--- src/rtl/cmos_rtc_pkg.sv ---
package cmos_rtc_pkg;
    localparam int IDX_W  = 7;
    localparam int DATA_W = 8;

    localparam logic [IDX_W-1:0] IDX_CTRL_A = 7'h0A;
    localparam logic [IDX_W-1:0] IDX_CTRL_B = 7'h0B;
    localparam logic [IDX_W-1:0] IDX_STAT_C = 7'h0C;
    localparam logic [IDX_W-1:0] IDX_STAT_D = 7'h0D;

    localparam logic [DATA_W-1:0] RST_A = 8'h26;
    localparam logic [DATA_W-1:0] RST_B = 8'h02;
    localparam logic [DATA_W-1:0] VAL_D = 8'h80;

    // bit positions in B (enables) and C (flags) line up: 6 periodic, 5 alarm, 4 update
    localparam int EN_LO    = 4;
    localparam int EN_HI    = 6;
    localparam int B_SETBIT = 7;
    localparam int B_UPDEN  = 4;
    localparam int B_PEREN  = 6;
    // device reset drops periodic enable, alarm enable and square-wave enable
    localparam logic [DATA_W-1:0] DEVRST_KEEP = 8'b1001_0111;

    typedef enum logic {IRQ_QUIET, IRQ_RAISED} irq_state_e;
endpackage

--- src/rtl/rtc_index_port.sv ---
module rtc_index_port
    import cmos_rtc_pkg::*;
#(
    parameter logic [IDX_W-1:0] ALIAS_IDX   = 7'h37,
    parameter logic [IDX_W-1:0] CENTURY_IDX = 7'h32
) (
    input  logic             clk,
    input  logic             rst_n,
    input  logic             load,
    input  logic [IDX_W-1:0] load_val,
    output logic [IDX_W-1:0] idx_eff,
    output logic             idx_ctrl
);
    logic [IDX_W-1:0] idx_q;

    always_ff @(posedge clk or negedge rst_n) begin
        if (!rst_n)    idx_q <= '0;
        else if (load) idx_q <= load_val;
    end

    always_comb begin
        idx_eff  = (idx_q == ALIAS_IDX) ? CENTURY_IDX : idx_q;
        idx_ctrl = (idx_eff >= IDX_CTRL_A) && (idx_eff <= IDX_STAT_D);
    end

    assert_index_load_R1: assert property (@(posedge clk) disable iff (!rst_n)
        load |=> (idx_q == $past(load_val)));
endmodule

--- src/rtl/rtc_byte_store.sv ---
module rtc_byte_store #(
    parameter int AW = 7,
    parameter int DW = 8
) (
    input  logic          clk,
    input  logic          we,
    input  logic [AW-1:0] addr,
    input  logic [DW-1:0] wdata,
    output logic [DW-1:0] rdata
);
    localparam int DEPTH = 1 << AW;
    logic [DW-1:0] mem [DEPTH];

    always_ff @(posedge clk) begin
        if (we) mem[addr] <= wdata;
    end

    assign rdata = mem[addr];
endmodule

--- src/rtl/rtc_status_ctrl.sv ---
module rtc_status_ctrl
    import cmos_rtc_pkg::*;
(
    input  logic              clk,
    input  logic              rst_n,
    input  logic              dev_reset,
    input  logic              wr_a,
    input  logic              wr_b,
    input  logic              wr_cd,
    input  logic              rd_c,
    input  logic [DATA_W-1:0] wdata,
    input  logic              upd_pulse,
    input  logic              alm_pulse,
    input  logic              per_pulse,
    output logic [DATA_W-1:0] reg_a,
    output logic [DATA_W-1:0] reg_b,
    output logic [DATA_W-1:0] reg_c,
    output logic [DATA_W-1:0] reg_d,
    output logic              per_run,
    output logic              irq
);
    localparam int NFL = EN_HI - EN_LO + 1;

    irq_state_e        state_q, state_n;
    logic [NFL-1:0]    flags_q, flags_n, flags_base, evt, fresh;
    logic [DATA_W-1:0] a_n, b_n, b_wr_val;
    logic              per_ok;

    always_comb begin
        b_wr_val = wdata;
        if (wdata[B_SETBIT]) b_wr_val[B_UPDEN] = 1'b0;
    end

    always_comb begin
        a_n        = reg_a;
        b_n        = reg_b;
        flags_base = rd_c ? '0 : flags_q;
        per_ok     = per_pulse && (reg_a[3:0] != 4'd0);
        evt        = {per_ok, alm_pulse, upd_pulse};
        fresh      = evt & ~flags_base;
        flags_n    = flags_base | evt;
        state_n    = state_q;
        if (wr_a) a_n = {1'b0, wdata[DATA_W-2:0]};
        if (wr_b) b_n = b_wr_val;
        unique case (state_q)
            IRQ_QUIET, IRQ_RAISED: begin
                if (rd_c) state_n = IRQ_QUIET;
                if (wr_b) state_n = ((b_wr_val[EN_HI:EN_LO] & flags_base) != '0)
                                    ? IRQ_RAISED : IRQ_QUIET;
                if ((fresh & b_n[EN_HI:EN_LO]) != '0) state_n = IRQ_RAISED;
            end
            default: state_n = IRQ_QUIET;
        endcase
        if (dev_reset) begin
            b_n     = reg_b & DEVRST_KEEP;
            flags_n = '0;
            state_n = IRQ_QUIET;
        end
    end

    // state register
    always_ff @(posedge clk or negedge rst_n) begin
        if (!rst_n) begin
            state_q <= IRQ_QUIET;
            flags_q <= '0;
            reg_a   <= RST_A;
            reg_b   <= RST_B;
        end else begin
            state_q <= state_n;
            flags_q <= flags_n;
            reg_a   <= a_n;
            reg_b   <= b_n;
        end
    end

    // outputs
    always_comb begin
        irq     = (state_q == IRQ_RAISED);
        reg_c   = {irq, flags_q, {(DATA_W - NFL - 1){1'b0}}};
        reg_d   = VAL_D;
        per_run = reg_b[B_PEREN] && (reg_a[3:0] != 4'd0);
    end

    assert_fresh_event_irq_R6: assert property (@(posedge clk) disable iff (!rst_n)
        (upd_pulse && reg_b[B_UPDEN] && !flags_q[0] && !rd_c && !wr_b && !dev_reset) |=> irq);

    assert_read_clears_R8: assert property (@(posedge clk) disable iff (!rst_n)
        (rd_c && !upd_pulse && !alm_pulse && !per_pulse && !dev_reset) |=> (!irq && flags_q == '0));

    assert_irq_has_cause_R9: assert property (@(posedge clk) disable iff (!rst_n)
        irq |-> ((reg_c[EN_HI:EN_LO] & reg_b[EN_HI:EN_LO]) != '0));

    assert_per_ignored_R10: assert property (@(posedge clk) disable iff (!rst_n)
        (per_pulse && reg_a[3:0] == 4'd0 && !flags_q[NFL-1] && !dev_reset) |=> !flags_q[NFL-1]);

    assert_cd_write_stable_R4: assert property (@(posedge clk) disable iff (!rst_n)
        (wr_cd && !upd_pulse && !alm_pulse && !per_pulse && !dev_reset) |=> $stable(reg_c));

    assert_dev_reset_R12: assert property (@(posedge clk) disable iff (!rst_n)
        dev_reset |=> (!irq && flags_q == '0 && !reg_b[B_PEREN]));
endmodule

--- src/rtl/cmos_rtc_bus.sv ---
module cmos_rtc_bus
    import cmos_rtc_pkg::*;
#(
    parameter logic [IDX_W-1:0] ALIAS_IDX   = 7'h37,
    parameter logic [IDX_W-1:0] CENTURY_IDX = 7'h32
) (
    input  logic              clk,
    input  logic              rst_n,
    input  logic              dev_reset,
    input  logic              acc_en,
    input  logic              acc_wr,
    input  logic              acc_port,
    input  logic [DATA_W-1:0] acc_wdata,
    output logic [DATA_W-1:0] acc_rdata,
    input  logic              upd_pulse,
    input  logic              alm_pulse,
    input  logic              per_pulse,
    output logic              per_run,
    output logic              irq
);
    logic [IDX_W-1:0]  idx;
    logic              idx_ctrl, data_wr, data_rd;
    logic [DATA_W-1:0] store_q, reg_a, reg_b, reg_c, reg_d;

    assign data_wr = acc_en && acc_wr && acc_port;
    assign data_rd = acc_en && !acc_wr && acc_port;

    rtc_index_port #(.ALIAS_IDX(ALIAS_IDX), .CENTURY_IDX(CENTURY_IDX)) u_index (
        .clk      (clk),
        .rst_n    (rst_n),
        .load     (acc_en && acc_wr && !acc_port),
        .load_val (acc_wdata[IDX_W-1:0]),
        .idx_eff  (idx),
        .idx_ctrl (idx_ctrl)
    );

    rtc_byte_store #(.AW(IDX_W), .DW(DATA_W)) u_store (
        .clk   (clk),
        .we    (data_wr && !idx_ctrl),
        .addr  (idx),
        .wdata (acc_wdata),
        .rdata (store_q)
    );

    rtc_status_ctrl u_ctrl (
        .clk       (clk),
        .rst_n     (rst_n),
        .dev_reset (dev_reset),
        .wr_a      (data_wr && idx == IDX_CTRL_A),
        .wr_b      (data_wr && idx == IDX_CTRL_B),
        .wr_cd     (data_wr && (idx == IDX_STAT_C || idx == IDX_STAT_D)),
        .rd_c      (data_rd && idx == IDX_STAT_C),
        .wdata     (acc_wdata),
        .upd_pulse (upd_pulse),
        .alm_pulse (alm_pulse),
        .per_pulse (per_pulse),
        .reg_a     (reg_a),
        .reg_b     (reg_b),
        .reg_c     (reg_c),
        .reg_d     (reg_d),
        .per_run   (per_run),
        .irq       (irq)
    );

    always_comb begin
        if (!acc_port) acc_rdata = 8'hFF;
        else begin
            unique case (idx)
                IDX_CTRL_A: acc_rdata = reg_a;
                IDX_CTRL_B: acc_rdata = reg_b;
                IDX_STAT_C: acc_rdata = reg_c;
                IDX_STAT_D: acc_rdata = reg_d;
                default:    acc_rdata = store_q;
            endcase
        end
    end

    assert_even_read_ff_R1: assert property (@(posedge clk) disable iff (!rst_n)
        (acc_en && !acc_wr && !acc_port) |-> (acc_rdata == 8'hFF));
endmodule

--- config.mk ---
export PLATFORM = sky130hd
export DESIGN_NAME = cmos_rtc_bus
export DESIGN_NICKNAME = d
export VERILOG_FILES = /design/src/rtl/cmos_rtc_pkg.sv /design/src/rtl/rtc_index_port.sv /design/src/rtl/rtc_byte_store.sv /design/src/rtl/rtc_status_ctrl.sv /design/src/rtl/cmos_rtc_bus.sv
export SDC_FILE = /design/constraint.sdc
export NUM_CORES = 1
export LEC_CHECK = 0
export ABC_AREA = 1
export BUFFER_PORTS_ARGS = -buffer_cell sky130_fd_sc_hd__buf_2
export CAP_MARGIN = 20
export CORE_AREA = 2 2 342 344
export CTS_CLUSTER_DIAMETER = 200
export DETAILED_ROUTE_END_ITERATION = 10
export DIE_AREA = 0 0 344 346
export PLACE_DENSITY = 0.51
export SLEW_MARGIN = 40
export SYNTH_ARGS = -nofsm -noshare
export SYNTH_HDL_FRONTEND = slang
export SYNTH_HIERARCHICAL = 1
export SYNTH_SLANG_ARGS = --single-unit
--- constraint.sdc ---
create_clock -name clk -period 3.18 [get_ports clk]
set_clock_uncertainty 0.15 [all_clocks]
set_input_delay 0.159 -clock clk [delete_from_list [all_inputs] [get_ports clk]]
set_output_delay 0.159 -clock clk [all_outputs]
set_load 0.005 [all_outputs]
# == Word-level counts from Yosys, hierarchy flattened ==
# Memory sizes are Yosys's and may differ from the RTL's.
# Index checks and enable logic that the tools add are counted.
# word_totals
regBits,26
ram_bits,1024
in_bits,17
n_memories,1
# classes
magnitude_cmp,2
eq_ne,5
muxes,15
bitwise_logic,6
n_reduce_logical,21
# mem_list
name,depth,word_bits,read_ports,rd_clocked_by_memory_dff,wr,line,rtl
u_store.mem,128,8,1,0,1,rtc_byte_store.sv:12,logic [DW-1:0] mem [DEPTH];
# op_table
op,n
$pmux 8 s4,1
$eq 7x4->1 const B,4
$mux 7,3
$logic_and 1x1->1,12
$and 3x3->3,3
$mux 1,8
$mux 8,1
$reduce_bool 4->1,2
$eq 7x6->1 const B,1
$ge 7x4->1 const B,1
$le 7x4->1 const B,1
$mux 3,2
$reduce_bool 3->1,2
$logic_not 1->1,3
$not 3->3,1
$or 3x3->3,1
$reduce_and 2->1,1
$reduce_bool 2->1,1
$not 1->1,1

# == Logic depth before layout (Yosys ltp) ==
# depth
depth_word,11
depth_mapped,22
depth_no_buf,19

# == Cells and area by module ==
# Netlist, hierarchy kept.
# modules_own_cells
module,n_inst,cells_each,area_each_um2,seq_area_each_um2
rtc_byte_store,1,4394,43815.8,30749.5
rtc_status_ctrl,1,119,1013.5,480.5
cmos_rtc_bus,1,104,518.0,0.0
rtc_index_port,1,46,351.6,175.2

# == Worst setup path after synthesis ==
# Ideal clock, no wire load.
# synth_path
kind,flip-flop to flip-flop
startpoint,register u_index.idx_q[1]
endpoint,"memory u_store.mem[111][0], enable pin"
setup_ps,370
arrival_time_ps,2078
required_time_ps,2660
path_slack_ps,582
path_stages_with_launch,12
cell_sequence,dfrtp_1 -> nand2_1 -> nor2_2 -> a21oi_1 -> buf_4 -> inv_4 -> buf_4 -> buf_2 -> nor2_1 -> nand2_1 -> buf_2 -> nor2_1
# synth_between
elab_chain_cells,8
# synth_lines
element,line,rtl
start: declaration,rtc_index_port.sv:14,logic [IDX_W-1:0] idx_q;
start signal: assignment,rtc_index_port.sv:18,else if (load) idx_q <= load_val;
$eq 7x6->1 (*),rtc_index_port.sv:22,idx_eff = (idx_q == ALIAS_IDX) ? CENTURY_IDX : idx_q;
$mux 7 (*),rtc_index_port.sv:22,
named net idx[0],cmos_rtc_bus.sv:21,logic [IDX_W-1:0] idx;
$ge 7x4->1 or $le 7x4->1 (tied branches),rtc_index_port.sv:23,idx_ctrl = (idx_eff >= IDX_CTRL_A) && (idx_eff <= IDX_STAT_D);
$logic_and 1x1->1,rtc_index_port.sv:23,
$logic_not 1->1,cmos_rtc_bus.sv:39,".we (data_wr && !idx_ctrl),"
$logic_and 1x1->1,cmos_rtc_bus.sv:39,
$mux 1,rtc_byte_store.sv:15,if (we) mem[addr] <= wdata;
$mux 1 (not written as such),rtc_byte_store.sv:15,
end: declaration,rtc_byte_store.sv:12,
# The timed path passes the listed nets; every way through them passes the cells marked *.

# == Final worst setup path ==
# layout_path
startpoint,register u_index.idx_q[1]
endpoint,output port acc_rdata[4]
# layout_between
elab_chain_cells,5
# layout_lines
element,line,rtl
$eq 7x6->1,rtc_index_port.sv:22,
$mux 7,rtc_index_port.sv:22,
named net idx[0],cmos_rtc_bus.sv:21,
$mem_v2 128x8,--,
named net store_q[4],cmos_rtc_bus.sv:23,"logic [DATA_W-1:0] store_q, reg_a, reg_b, reg_c, reg_d;"
$pmux 8 s4,cmos_rtc_bus.sv:68,unique case (idx)
$mux 8,cmos_rtc_bus.sv:66,if (!acc_port) acc_rdata = 8'hFF;
end: declaration,cmos_rtc_bus.sv:14,"output logic [DATA_W-1:0] acc_rdata,"
# The timed path passes the listed nets, and every way through them passes these cells.

==> results.md <==
- Beginning of the worst hold path: upd_pulse
- Dpl cell area: 49800 um2
- Max Cap Violations: 0
- Actual slew at the worst max-slew pin: just over 0.7 ns
- GRT met1 Usage: about a third
- Critical path capture point type: output pin
- Core Area: roughly 120000 um2
- Min Tclk post-route: 3.92 ns
- RSZ-0062 raised after global routing: true
- Drt wl/cell: 19.9 um
- First-pass GRT wire length: roughly 200000 um
- Clock buffer depth: 3
- Die height: ~350 um
- Outcome: finished with violations
- Vias per std cell: 4.88
- YS warnings: 6
- Rows: between 100 and 150
- Initial DRT Pass Iterations: 5
- Final setup vio count: 8
- Final ANT Viol Nets: 0
- Final nets: roughly 5000
- Fin. max-slew vios: 0
- Root buffer cell: clkbuf_16
- Worst-path clk slew: approximately 0.060 ns
- Worst reg2reg path depth: 12
- Vias in the first global route: 31200
- Hold Path End: u_ctrl/flags_q[0]
- Fill count: 10800
- Worst-skew pair later-pin latency: roughly 0.69 ns
- Pre-CTS setup slack: -0.182 ns
- Met2 usage: 35.4%
- Final Cycle Share: 123%
- Type of the most critical hold path: in2reg
- Drt initial violations: about 2600
- Worst-path fanout max: 17
- CP Launch Type: flop
- Global route overflow: 0
- Synth Instances: approximately 4700
- Finished Cell Area: 54900 um2
- Final WS setup: -0.744 ns
- Largest net degree at the start of global routing: 67
- Clock buffer count from CTS: 114
- Inst Count DP: roughly 6300
- Layout area overhead: 20.1%
- Busiest grt layer: met2
- Hold Path Depth: 4
- Initial core utilization: 39.6%
- Htree depth: 3
- Leak Pwr: ~23 nW
- Die X: between 300 and 400 um
- Non-filler cells, final: roughly 6600
- Fmax: about 0.25 GHz
- Via count: roughly 32000
- WHS: between 0.1 and 0.15 ns
- Pwr dens: roughly 650 nW/um2
- Met3 Use GR: 2.83%
- Syn avg cell area: ~9.8 um2
- Synthesized area: roughly 46000 um2
- IO Count: 27
- Initial antenna violation count: 1
- Port bufs: 26
- Core Util, Final: 47.5%
- Worst r2r src: u_index/idx_q[1]
- CP Data Required Time: between 2 and 3 ns
- Worst EP arrival: ~3.6 ns
- DRC violations left: 0
- Failing checks: setup timing
- Flop-to-flop setup slack: roughly 0.14 ns
- CP Class: reg2out
- CTS sink count: 1050
- GRT Total Usage: 22.0%
- Commonest non-fill, non-tap cells in the layout: nand2_1 (2806), edfxtp_1 (1024), buf_4 (293)
- CTS tree: done
- Hold Fails Final Rpt: 0
- Most common cell after layout, fill and taps aside: nand2_1
- Die ar.: 119000 um2
- Layout cells sized above 1: ~14%
- Slew Limit Headroom: between 50 and 60%
- RR Endpoint: u_store/mem[39][5]
- GPL Wtd Cong: 0.890
- Final wirelength: about 130000 um
- Ant. Diodes: 0
- Peak supply drop: 0.000439 V
- Detail Placement HPWL: roughly 80000 um
## how the worst max path moves through the flow
stage	from	end	slack [ns]	cells past startpoint
6_report	u_index/idx_q[1]	acc_rdata[4]	-0.74	22
5_1_grt	u_index/idx_q[1]	acc_rdata[4]	-0.86	22
4_1_cts	u_index/idx_q[1]	acc_rdata[3]	-0.71	21
3_5_place_dp	u_index/idx_q[1]	acc_rdata[7]	-0.18	21
3_3_place_gp	u_index/idx_q[1]	acc_rdata[4]	-0.15	21
2_1_floorplan	u_index/idx_q[1]	u_store/mem[111][0]	0.58	11
## routing by layer
metal / part of all wire (%) / routed length [um]
met1: 46 / 60100
met2: 47 / 61200
met3: 5.1 / 6650
met4: 2.7 / 3530
met5: 0.0099 / 13
## worst max-delay path, cell delays in order, from the launching register on
cell     delay (ns)
dfrtp_4        0.49
nand2_4        0.08
nor2_4         0.04
a21oi_4        0.17
buf_12         0.20
inv_16         0.11
buf_16         0.19
buf_4          0.14
nand2_1        0.05
nand2_1        0.05
nand2_1        0.08
nand2_1        0.07
nand2_1        0.13
nand2_1        0.06
nand2_1        0.05
nand2_1        0.10
nor2_2         0.20
nor2_1         0.08
nor2_1         0.13
nand2_2        0.11
nand3_2        0.10
nand3_1        0.10
buf_2          0.15
## area by class of cell
| type | instances | area (um2) | area share (%) |
|---|---|---|---|
| clock inverter | 81 | 791 | 1.44 |
| timing repair buffer | 427 | 4400 | 8.01 |
| inverter | 99 | 400 | 0.730 |
| multi-input combinational | 3284 | 13000 | 23.6 |
| sequential | 1050 | 31400 | 57.2 |
| timing repair inverter | 2 | 28.8 | 0.0525 |
| tap | 1524 | 1910 | 3.48 |
| clock buffer | 131 | 2960 | 5.39 |
## registers in the layout (all words and copies together), names as in the netlist
| name | count |
|---|---|
| u_ctrl/flags_q | 3 |
| u_ctrl/irq | 1 |
| u_store/mem | 1024 |
| u_ctrl/reg_b | 8 |
| u_index/idx_q | 7 |
| u_ctrl/reg_a | 7 |
## what timing repair did
item | in CTS | in global routing
hold endpoints to repair | 512 | 0
hold buffers | 21 | 0
gates resized for setup | 93 | 45
endpoints found under the setup margin | 9 | 44
cloned | 10 | 6
pin swaps | 16 | 15
buffers inserted | 13 | 4
## metrics by stage
stage | TNS (ns) | power (W)
after global placement | -0.973 | 0.0218
after floorplan | 0 | 0.0191
after global routing | -6.64 | 0.0370
after detailed placement | -1.15 | 0.0218
final | -5.41 | 0.0356
after CTS | -5.53 | 0.0357
## where the power goes
group	internal, W	leakage (nW)	switching [W]
clock network	0.00778	1.85	0.00556
registers	0.0152	9.53	0.0000288
logic	0.00230	11.9	0.00466
total	0.0253	23.2	0.0102
Power figures use the tool's default switching activity.
